### config.mk
export PLATFORM = sky130hd
export DESIGN_NAME = ecc_err_capture
export DESIGN_NICKNAME = d
export VERILOG_FILES = /design/src/rtl/ecc_cap_pkg.sv /design/src/rtl/ecc_cap_decode.sv /design/src/rtl/ecc_cap_status.sv /design/src/rtl/ecc_cap_record.sv /design/src/rtl/ecc_err_capture.sv
export SDC_FILE = /design/constraint.sdc
export NUM_CORES = 1
export LEC_CHECK = 0
export BUFFER_PORTS_ARGS = -buffer_cell sky130_fd_sc_hd__buf_2
export CORE_AREA = 4 4 97 99
export CTS_CLUSTER_DIAMETER = 80
export DETAILED_ROUTE_END_ITERATION = 7
export DIE_AREA = 0 0 101 103
export GPL_TIMING_DRIVEN = 0
export MAX_ROUTING_LAYER = met4
export PLACE_DENSITY = 0.67
export SLEW_MARGIN = 20
export SYNTH_ARGS = -nofsm -noshare
export SYNTH_HDL_FRONTEND = slang
export SYNTH_HIERARCHICAL = 1
export SYNTH_SLANG_ARGS = --single-unit
### constraint.sdc
create_clock -name clk -period 4.5 [get_ports clk]
set_clock_uncertainty 0.05 [all_clocks]
set_input_delay 0.9 -clock clk [delete_from_list [all_inputs] [get_ports clk]]
set_output_delay 0.9 -clock clk [all_outputs]
set_load 0.005 [all_outputs]
### src/rtl/ecc_cap_pkg.sv
package ecc_cap_pkg;
    localparam int REG_AW  = 8;
    localparam int REG_DW  = 32;
    localparam int WR_DW   = 16;
    localparam int ADDR_W  = 32;
    localparam int GRAN    = 12;
    localparam int BLK_W   = ADDR_W - GRAN;
    localparam int SYN_W   = 8;
    localparam int AUX_W   = 7;
    localparam int STS_W   = 16;

    localparam logic [REG_AW-1:0] OFS_ADDR = 8'h58;
    localparam logic [REG_AW-1:0] OFS_SYN  = 8'h5C;
    localparam logic [REG_AW-1:0] OFS_CHAN = 8'h5D;
    localparam logic [REG_AW-1:0] OFS_STS  = 8'hC8;
    localparam logic [REG_AW-1:0] OFS_CMD  = 8'hCA;

    localparam int BIT_CE = 0;
    localparam int BIT_UE = 7;
    localparam int EN_CE  = 7;
    localparam int EN_UE  = 8;

    localparam logic [STS_W-1:0] STS_IMPL = 16'h03BF;
    localparam logic [STS_W-1:0] CMD_IMPL = 16'h03FE;

    typedef struct packed {
        logic [STS_W-1:0] sts;
        logic [STS_W-1:0] cmd;
        logic             serr;
    } ctl_t;

    typedef struct packed {
        logic [BLK_W-1:0] blk;
        logic [SYN_W-1:0] syn;
        logic             chan;
    } cap_t;

    // status bit fed by non-ECC event i: 1..5, then 8..9
    function automatic int aux_pos(input int i);
        return (i < 5) ? i + 1 : i + 3;
    endfunction
endpackage

### src/rtl/ecc_cap_decode.sv
module ecc_cap_decode
    import ecc_cap_pkg::*;
(
    input  logic              reg_wen,
    input  logic [REG_AW-1:0] reg_addr,
    input  logic [WR_DW-1:0]  reg_wdata,
    output logic [STS_W-1:0]  sts_clr,
    output logic              cmd_we,
    output logic [STS_W-1:0]  cmd_wdata
);
    always_comb begin
        sts_clr   = (reg_wen && reg_addr == OFS_STS) ? reg_wdata : '0;
        cmd_we    = reg_wen && (reg_addr == OFS_CMD);
        cmd_wdata = reg_wdata;
    end
endmodule

### src/rtl/ecc_cap_status.sv
module ecc_cap_status
    import ecc_cap_pkg::*;
(
    input  logic             clk,
    input  logic             rst_n,
    input  logic             ce_evt,
    input  logic             ue_evt,
    input  logic [AUX_W-1:0] aux_evt,
    input  logic [STS_W-1:0] sts_clr,
    input  logic             cmd_we,
    input  logic [STS_W-1:0] cmd_wdata,
    output logic [STS_W-1:0] sts_q,
    output logic [STS_W-1:0] cmd_q,
    output logic             serr_q
);
    ctl_t ctl_d, ctl_q;
    logic [STS_W-1:0] set_d;

    always_comb begin
        set_d = '0;
        for (int i = 0; i < AUX_W; i++) begin
            set_d[aux_pos(i)] = aux_evt[i];
        end
        set_d[BIT_CE] = ce_evt;
        set_d[BIT_UE] = ue_evt;

        ctl_d      = ctl_q;
        ctl_d.serr = (ctl_q.sts[BIT_CE] & ctl_q.cmd[EN_CE])
                   | (ctl_q.sts[BIT_UE] & ctl_q.cmd[EN_UE]);
        ctl_d.sts  = ((ctl_q.sts & ~sts_clr) | set_d) & STS_IMPL;
        if (cmd_we) begin
            ctl_d.cmd = cmd_wdata & CMD_IMPL;
        end
    end

    always_ff @(posedge clk or negedge rst_n) begin
        if (!rst_n) ctl_q <= '0;
        else        ctl_q <= ctl_d;
    end

    assign sts_q  = ctl_q.sts;
    assign cmd_q  = ctl_q.cmd;
    assign serr_q = ctl_q.serr;
endmodule

### src/rtl/ecc_cap_record.sv
module ecc_cap_record
    import ecc_cap_pkg::*;
(
    input  logic             clk,
    input  logic             rst_n,
    input  logic             ce_evt,
    input  logic [BLK_W-1:0] ce_blk,
    input  logic [SYN_W-1:0] ce_syn,
    input  logic             ce_chan,
    input  logic             ue_evt,
    input  logic [BLK_W-1:0] ue_blk,
    input  logic [SYN_W-1:0] ue_syn,
    input  logic             ue_chan,
    input  logic             ce_pend,
    input  logic             ue_pend,
    output cap_t             cap_q
);
    cap_t cap_d, rec_q;

    always_comb begin
        cap_d = rec_q;
        if (ue_evt && !ue_pend) begin
            cap_d.blk  = ue_blk;
            cap_d.syn  = ue_syn;
            cap_d.chan = ue_chan;
        end else if (ce_evt && !ue_evt && !ce_pend && !ue_pend) begin
            cap_d.blk  = ce_blk;
            cap_d.syn  = ce_syn;
            cap_d.chan = ce_chan;
        end
    end

    always_ff @(posedge clk or negedge rst_n) begin
        if (!rst_n) rec_q <= '0;
        else        rec_q <= cap_d;
    end

    assign cap_q = rec_q;
endmodule

### src/rtl/ecc_err_capture.sv
module ecc_err_capture
    import ecc_cap_pkg::*;
(
    input  logic              clk,
    input  logic              rst_n,
    input  logic              ce_evt,
    input  logic [BLK_W-1:0]  ce_blk,
    input  logic [SYN_W-1:0]  ce_syn,
    input  logic              ce_chan,
    input  logic              ue_evt,
    input  logic [BLK_W-1:0]  ue_blk,
    input  logic [SYN_W-1:0]  ue_syn,
    input  logic              ue_chan,
    input  logic [AUX_W-1:0]  aux_evt,
    input  logic              reg_wen,
    input  logic [REG_AW-1:0] reg_addr,
    input  logic [WR_DW-1:0]  reg_wdata,
    output logic [REG_DW-1:0] reg_rdata,
    output logic              serr_o
);
    logic [STS_W-1:0] sts_clr, cmd_wdata, sts_q, cmd_q;
    logic             cmd_we;
    cap_t             cap_q;
    logic [BLK_W-1:0] cap_blk;

    ecc_cap_decode u_dec (
        .reg_wen  (reg_wen),
        .reg_addr (reg_addr),
        .reg_wdata(reg_wdata),
        .sts_clr  (sts_clr),
        .cmd_we   (cmd_we),
        .cmd_wdata(cmd_wdata)
    );

    ecc_cap_status u_sts (
        .clk      (clk),
        .rst_n    (rst_n),
        .ce_evt   (ce_evt),
        .ue_evt   (ue_evt),
        .aux_evt  (aux_evt),
        .sts_clr  (sts_clr),
        .cmd_we   (cmd_we),
        .cmd_wdata(cmd_wdata),
        .sts_q    (sts_q),
        .cmd_q    (cmd_q),
        .serr_q   (serr_o)
    );

    ecc_cap_record u_rec (
        .clk    (clk),
        .rst_n  (rst_n),
        .ce_evt (ce_evt),
        .ce_blk (ce_blk),
        .ce_syn (ce_syn),
        .ce_chan(ce_chan),
        .ue_evt (ue_evt),
        .ue_blk (ue_blk),
        .ue_syn (ue_syn),
        .ue_chan(ue_chan),
        .ce_pend(sts_q[BIT_CE]),
        .ue_pend(sts_q[BIT_UE]),
        .cap_q  (cap_q)
    );

    assign cap_blk = cap_q.blk;

    always_comb begin
        reg_rdata = '0;
        case (reg_addr)
            OFS_ADDR: reg_rdata = {cap_q.blk, {GRAN{1'b0}}};
            OFS_SYN:  reg_rdata[SYN_W-1:0] = cap_q.syn;
            OFS_CHAN: reg_rdata[0] = cap_q.chan;
            OFS_STS:  reg_rdata[STS_W-1:0] = sts_q;
            OFS_CMD:  reg_rdata[STS_W-1:0] = cmd_q;
            default:  reg_rdata = '0;
        endcase
    end
endmodule

==> results of run 1 <==
final cells by class:
cell class | count | area [sq um]
antenna | 1 | 2.50
buffer | 40 | 324
clock buffer | 6 | 82.6
clock inverter | 1 | 8.76
fill | 836 | 4420
inverter | 20 | 75.1
multi-input combinational | 186 | 1710
sequential | 48 | 1200
tap | 108 | 135
timing repair buffer | 117 | 588
metal layers:
metal	part of all wire [%]	vias to the layer above
met3	7.5	9
li1	-	1225
met5	0	-
met1	44	1116
met4	1.1	0
met2	47	83
registers in the layout (all words and copies together), names as in the netlist:
name / count
u_sts/sts_q: 9
u_sts/cmd_q: 9
u_rec/cap_q: 29
u_sts/serr_q: 1
per-stage QoR:
step / power [mW] / instance area, sq um / utilization, % / hold slack, ns
after floorplan: 0.614 / 3310 / - / 0.395
after global placement: 0.683 / 4030 / 47.2 / 0.404
after detailed placement: 0.689 / 4040 / 47.2 / 0.415
after CTS: 0.960 / 4130 / 48.3 / 0.437
after global routing: 1.00 / 4130 / 48.3 / 0.444
final: 0.948 / 4130 / 48.3 / 0.433
worst max-delay path, stage by stage:
cell                      delay [ns]
sky130_fd_sc_hd__buf_2          0.13
sky130_fd_sc_hd__nor2b_1        0.36
sky130_fd_sc_hd__nand2_2        0.24
sky130_fd_sc_hd__o32ai_1        0.43
sky130_fd_sc_hd__buf_2          0.19
worst paths after layout:
| kind | start | to | depth (start not counted) |
|---|---|---|---|
| hold reg to reg | u_sts/sts_q[3] | u_sts/sts_q[3] | 1 |
| min in group asynchronous | rst_n | u_sts/sts_q[8] | 1 |
| setup reg to reg | u_sts/sts_q[0] | u_rec/cap_q[10] | 5 |
| max in group asynchronous | rst_n | u_rec/cap_q[7] | 1 |
| hold / removal | u_sts/sts_q[3] | u_sts/sts_q[3] | 1 |
| setup / recovery | reg_addr[0] | reg_rdata[0] | 5 |
power groups by stage:
stage	clock [mW]	combinational, mW	sequential [mW]
finish	0.269	0.182	0.497
global route	0.296	0.201	0.502
CTS	0.278	0.184	0.497
detailed placement	0	0.184	0.505
global placement	0	0.179	0.504
floorplan	0	0.117	0.497
placed cells by master, fill, tap and decap left out, types with 4 or more instances in the layout:
cell	instances
sky130_fd_sc_hd__a21oi_1	8
sky130_fd_sc_hd__mux2i_1	9
sky130_fd_sc_hd__buf_6	8
sky130_fd_sc_hd__o32ai_1	5
sky130_fd_sc_hd__a21o_1	9
sky130_fd_sc_hd__nor4_1	5
sky130_fd_sc_hd__nor4bb_1	4
sky130_fd_sc_hd__conb_1	14
sky130_fd_sc_hd__nor3_1	4
sky130_fd_sc_hd__nand3_1	10
sky130_fd_sc_hd__nand2_1	6
sky130_fd_sc_hd__dfrtp_1	48
sky130_fd_sc_hd__a31oi_1	4
sky130_fd_sc_hd__mux2_2	42
sky130_fd_sc_hd__buf_4	27
sky130_fd_sc_hd__mux2_4	29
sky130_fd_sc_hd__inv_1	20
sky130_fd_sc_hd__buf_2	120
sky130_fd_sc_hd__clkbuf_8	6
sky130_fd_sc_hd__and2_1	16
==> load_flow_metrics.sql, run 1 <==
INSERT INTO impl_metrics (metric_group, metric, value, unit) VALUES
('status', 'status', 'complete, no violations', ''),
('drt', 'routed-via-count', '2433', ''),
('clocking', 'post_cts_hold_buffer_count', '0', ''),
('drt', 'wirelength', '7.77', 'mm'),
('floorplan', 'placeable_core_area', '0.00855', 'sq mm'),
('floorplan', 'floorplan.die_area', '0.0104', 'sq mm'),
('setup_path', 'reg2reg_setup_slack', '2.75', 'ns'),
('power', 'sequentialPowerShare', '52.5', '%'),
('final_layout', 'layout.nets', '512', ''),
('timing', 'report.final.setup_viol', '0', ''),
('timing', 'finalHoldViolCount', '0', ''),
('clocking', 'worstSkewPairLatency', '0.30', 'ns'),
('setup_path', 'worst_setup_start_kind', 'primary input', ''),
('floorplan', 'die_x', '101', 'um'),
('clocking', 'tritoncts_num_sinks', '48', ''),
('global_route', 'grt_max_degree', '49', ''),
('placement', 'placed_cells_incl_taps', '519', ''),
('global_route', 'grt_remaining_overflow', '0', ''),
('synthesis', 'syn_area', '0.00326', 'sq mm'),
('drt', 'avgRoutedWirePerCell', '14.7', 'um'),
('placement', 'gp_routability_congestion', '0.806', ''),
('floorplan', 'start_util', '38.2', '%'),
('timing', 'worst-slew-pin-transition', '0.622', 'ns'),
('clocking', 'cts_resized', '0', ''),
('power', 'p_leak', '2.06', 'nW'),
('clocking', 'clock_tree.htree_level_count', '2', ''),
('global_route', 'grt.met1_usage', '19.8', '%'),
('clocking', 'cts.path.max_buffers', '2', ''),
('drt', 'number_of_antenna_violating_nets_in_the_routed_design', '0', ''),
('worst_hold_path', 'hp-class', 'reg -> reg', ''),
('placement', 'pre_cts_ws', '1.29', 'ns'),
('global_route', 'first_pass_grt_wire_length', '12.4', 'mm'),
('clocking', 'tritoncts', 'done', ''),
('timing', 'layout_min_cycle_time', '3.20', 'ns'),
('clocking', 'ctsRootBufferMaster', 'sky130_fd_sc_hd__clkbuf_8', ''),
('timing', 'layout_worst_path_cycle_share', '71.1', '%'),
('timing', 'fmax', '312', 'MHz'),
('timing', 'total_count_of_max_transition_violations_in_the_final_report', '0', ''),
('power', 'power.share.switching', '24.8', '%'),
('final_layout', 'layoutNonFillerInstCount', '527', ''),
('power', 'irDropWorstVdd', '0.146', 'mV'),
('global_route', 'grtUsageMet2', '26.0', '%'),
('power', 'comb_power_share', '19.2', '%'),
('power', 'cell_internal_pwr', '0.712', 'mW'),
('global_route', 'grt_most_used_layer', 'met2', ''),
('clocking', 'clk_transition_reported_paths', '0.08', 'ns'),
('final_layout', 'post_route_cells_drive_above_1_share', '58.6', '%'),
('synthesis', 'synth_area_per_cell', '11.6', 'sq um'),
('setup_path', 'crit_arrival', '2.25', 'ns'),
('global_route', 'grt_pass1_vias', '2555', ''),
('floorplan', 'standard_cell_rows', '34', ''),
('timing', 'worst_slack', '1.30', 'ns'),
('drt', 'vias_per_cell', '4.62', ''),
('setup_path', 'cp-end-kind', 'output pin', ''),
('power', 'power.net_switching', '0.236', 'mW'),
('setup_path', 'cp_max_fo', '9', ''),
('setup_path', 'criticalPathCategory', 'in -> out', ''),
('run', 'cap_violations', '0', ''),
('power', 'power-per-cell-area', '230', 'mW/mm^2'),
('synthesis', 'number_of_cells_produced_by_synthesis', '281', ''),
('power', 'clock_power_share', '28.3', '%'),
('drt', 'detail_route.drc_violations', '0', ''),
('global_route', 'met3_track_utilization_from_global_routing', '3.86', '%'),
('drt', 'detail_route.first_pass.iterations', '4', ''),
('clocking', 'numCtsBuffers', '5', ''),
('final_layout', 'synthToLayoutAreaGrowth', '26.5', '%'),
('timing', 'finalSetupTns', '0', 'ns'),
('placement', 'placement.io_buffers', '117', ''),
('setup_path', 'worst-endpoint-required', '3.55', 'ns'),
('timing', 'rsz0062_at_grt', 'no', ''),
('floorplan', 'die_h', '103', 'um'),
('floorplan', 'floorplan.io_pins', '127', ''),
('clocking', 'post_cts_buffers', '0', ''),
('timing', 'slew_headroom', '58.6', '%'),
('drt', 'dr.first_iter.drc_count', '38', ''),
('global_route', 'initial_antenna_violation_count', '0', ''),
('placement', 'dpl.hpwl', '6.23', 'mm'),
('global_route', 'groute.usage.overall', '15.8', '%'),
('synthesis', 'synth.yosys.warnings', '6', '');
No activity file was read; power rests on OpenSTA's default activity.
==> run 2, diff against run 1 <==
--- a/config.mk
+++ b/config.mk
@@ -12,7 +12,7 @@
 export DIE_AREA = 0 0 101 103
 export GPL_TIMING_DRIVEN = 0
 export MAX_ROUTING_LAYER = met4
-export PLACE_DENSITY = 0.67
+export PLACE_DENSITY = 0.7
 export SLEW_MARGIN = 20
 export SYNTH_ARGS = -nofsm -noshare
 export SYNTH_HDL_FRONTEND = slang
==> constraint.sdc (replaced) <==
create_clock -name clk -period 2.6 [get_ports clk]
set_clock_uncertainty 0.05 [all_clocks]
set_input_delay 0.52 -clock clk [delete_from_list [all_inputs] [get_ports clk]]
set_output_delay 0.52 -clock clk [all_outputs]
set_load 0.005 [all_outputs]
==> run 2 against run 1 <==
Routed wire length up 1.3%. Die area unchanged. Critical endpoint unchanged. Clock-buffer cell count unchanged. Highest routed layer unchanged. Cell count unchanged. Final area up 0.33%. Worst setup slack worse by 1.0 ns. Combinational power up 74%. First-iteration DRC count up 26%. Clock power up 100%. Sequential power up 73%. Via count up 1.7%.
==> load_flow_metrics.sql, run 2 (synthesis results as in run 1) <==
INSERT INTO impl_metrics (metric_group, metric, value, unit) VALUES
('status', 'status', 'complete, no violations', ''),
('final_layout', 'most_common_cell_after_layout_fill_and_taps_aside', 'sky130_fd_sc_hd__buf_2', ''),
('floorplan', 'floorplan.die_area', '0.0104', 'sq mm'),
('timing', 'report.final.setup_viol', '0', ''),
('timing', 'layout_min_cycle_time', '2.30', 'ns'),
('final_layout', 'synthToLayoutAreaGrowth', '26.9', '%'),
('setup_path', 'worst-endpoint-required', '2.03', 'ns'),
('global_route', 'initial_antenna_violation_count', '0', ''),
('final_layout', 'final_core_util', '48.5', '%'),
('global_route', 'grt_max_degree', '49', ''),
('final_layout', 'layout.nets', '512', ''),
('clocking', 'post_cts_buffers', '0', ''),
('final_layout', 'largest_reg_flops', '29', ''),
('run', 'cap_violations', '0', ''),
('timing', 'layout_worst_path_cycle_share', '88.6', '%'),
('drt', 'vias_per_cell', '4.70', ''),
('power', 'p_leak', '2.07', 'nW'),
('drt', 'avgRoutedWirePerCell', '14.9', 'um'),
('placement', 'placement.io_buffers', '117', ''),
('clocking', 'cts_resized', '0', ''),
('power', 'power.share.switching', '23.8', '%'),
('power', 'power-per-cell-area', '414', 'mW/mm^2'),
('timing', 'finalSetupTns', '0', 'ns'),
('timing', 'rsz0062_at_grt', 'no', ''),
('clocking', 'worstSkewPairLatency', '0.30', 'ns'),
('global_route', 'groute.usage.overall', '15.9', '%'),
('global_route', 'grt_remaining_overflow', '0', ''),
('global_route', 'grt_most_used_layer', 'met2', ''),
('global_route', 'grt_pass1_vias', '2600', ''),
('floorplan', 'standard_cell_rows', '34', ''),
('placement', 'gp_routability_congestion', '0.769', ''),
('clocking', 'clock_tree.htree_level_count', '2', ''),
('power', 'power.net_switching', '0.408', 'mW'),
('setup_path', 'cp-end-kind', 'output pin', ''),
('final_layout', 'antennaDiodeCount', '0', ''),
('global_route', 'grtUsageMet2', '27.2', '%'),
('power', 'comb_power_share', '18.5', '%'),
('global_route', 'met3_track_utilization_from_global_routing', '3.86', '%'),
('clocking', 'tritoncts', 'done', ''),
('drt', 'number_of_antenna_violating_nets_in_the_routed_design', '0', ''),
('floorplan', 'start_util', '38.2', '%'),
('setup_path', 'crit_arrival', '1.73', 'ns'),
('final_layout', 'multi_input_area', '0.00171', 'sq mm'),
('timing', 'slew_headroom', '58.4', '%'),
('timing', 'total_count_of_max_transition_violations_in_the_final_report', '0', ''),
('final_layout', 'seqCellArea', '0.00120', 'sq mm'),
('worst_hold_path', 'hp-class', 'in -> async', ''),
('setup_path', 'worst_setup_start_kind', 'primary input', ''),
('final_layout', 'fill_cells', '824', ''),
('timing', 'finalHoldViolCount', '0', ''),
('placement', 'dpl.hpwl', '6.27', 'mm'),
('drt', 'routed-via-count', '2475', ''),
('clocking', 'clk_transition_reported_paths', '0.09', 'ns'),
('floorplan', 'floorplan.io_pins', '127', ''),
('floorplan', 'placeable_core_area', '0.00855', 'sq mm'),
('drt', 'dr.first_iter.drc_count', '48', ''),
('clocking', 'ctsRootBufferMaster', 'sky130_fd_sc_hd__clkbuf_8', ''),
('final_layout', 'post_route_cells_drive_above_1_share', '58.5', '%'),
('clocking', 'post_cts_hold_buffer_count', '0', ''),
('setup_path', 'criticalPathCategory', 'in -> out', ''),
('setup_path', 'cp_max_fo', '9', ''),
('drt', 'detail_route.first_pass.iterations', '4', ''),
('drt', 'detail_route.drc_violations', '0', ''),
('drt', 'wirelength', '7.87', 'mm'),
('floorplan', 'die_h', '103', 'um'),
('clocking', 'numCtsBuffers', '5', ''),
('power', 'p_total', '1.71', 'mW'),
('timing', 'fmax', '434', 'MHz'),
('global_route', 'first_pass_grt_wire_length', '12.6', 'mm'),
('power', 'irDropWorstVdd', '0.240', 'mV'),
('clocking', 'tritoncts_num_sinks', '48', ''),
('power', 'clock_power_share', '31.4', '%'),
('power', 'sequentialPowerShare', '50.1', '%'),
('global_route', 'grt.met1_usage', '19.4', '%'),
('final_layout', 'final_cell_mix', 'sky130_fd_sc_hd__buf_2, sky130_fd_sc_hd__dfrtp_1, sky130_fd_sc_hd__mux2_2', ''),
('timing', 'worst-slew-pin-transition', '0.624', 'ns'),
('floorplan', 'die_x', '101', 'um'),
('power', 'cell_internal_pwr', '1.31', 'mW'),
('setup_path', 'reg2reg_setup_slack', '0.84', 'ns'),
('clocking', 'cts.path.max_buffers', '2', '');
==> run 2: cell count changes in the layout (fill, tap and decap cells not counted) <==
cell / change
sky130_fd_sc_hd__clkinv_4: -1
sky130_fd_sc_hd__diode_2: -1
sky130_fd_sc_hd__clkbuf_8: -1
sky130_fd_sc_hd__bufinv_16: +1
sky130_fd_sc_hd__clkbuf_1: +1
sky130_fd_sc_hd__clkinv_2: +1
==> run 2: layout make-up <==
type,count,area share [%]
buffer,40,7.82
clock buffer,6,1.75
clock inverter,2,0.845
inverter,20,1.81
multi-input combinational,186,41.3
sequential,48,29.0
tap,108,3.26
timing repair buffer,117,14.2
==> run 2: layer usage <==
metal / vias to the layer above / wire length (um)
met5: - / 0
met4: 0 / 69
met3: 8 / 524
met2: 89 / 3930
met1: 1154 / 3340
li1: 1224 / -
==> run 2: path summary, 6_finish.rpt <==
kind	start	depth (start not counted)	end
worst max-delay path	reg_addr[3]	5	reg_rdata[0]
worst min-delay path	rst_n	1	u_rec/cap_q[27]
worst max register to register	u_sts/sts_q[0]	5	u_rec/cap_q[10]
worst min register to register	u_sts/sts_q[8]	1	u_sts/sts_q[8]
max in group asynchronous	rst_n	1	u_sts/sts_q[9]
min in group clk	aux_evt[0]	2	u_sts/sts_q[1]
==> run 2: metrics by stage <==
stage                     hold WS [ns]  cell area, sq um  instances  setup WS, ns
final                            0.176              4140        527         0.296
after global routing             0.230              4140        527         0.178
after CTS                        0.333              4140        527         0.275
after detailed placement         0.415              4030        519         0.277
after global placement           0.404              4030        519         0.279
after floorplan                  0.174              3310        294         0.527
==> run 2: critical path, cell delays in order <==
cell	delay, ns
sky130_fd_sc_hd__buf_2	0.11
sky130_fd_sc_hd__nor2b_1	0.38
sky130_fd_sc_hd__nand2_2	0.24
sky130_fd_sc_hd__o32ai_1	0.31
sky130_fd_sc_hd__buf_2	0.17
==> run 2: power by group through the flow <==
stage / registers, mW / logic (mW) / clock network, mW
floorplan: 0.861 / 0.202 / 0
global placement: 0.871 / 0.309 / 0
detailed placement: 0.873 / 0.319 / 0
CTS: 0.860 / 0.320 / 0.557
global route: 0.869 / 0.350 / 0.597
finish: 0.858 / 0.317 / 0.539
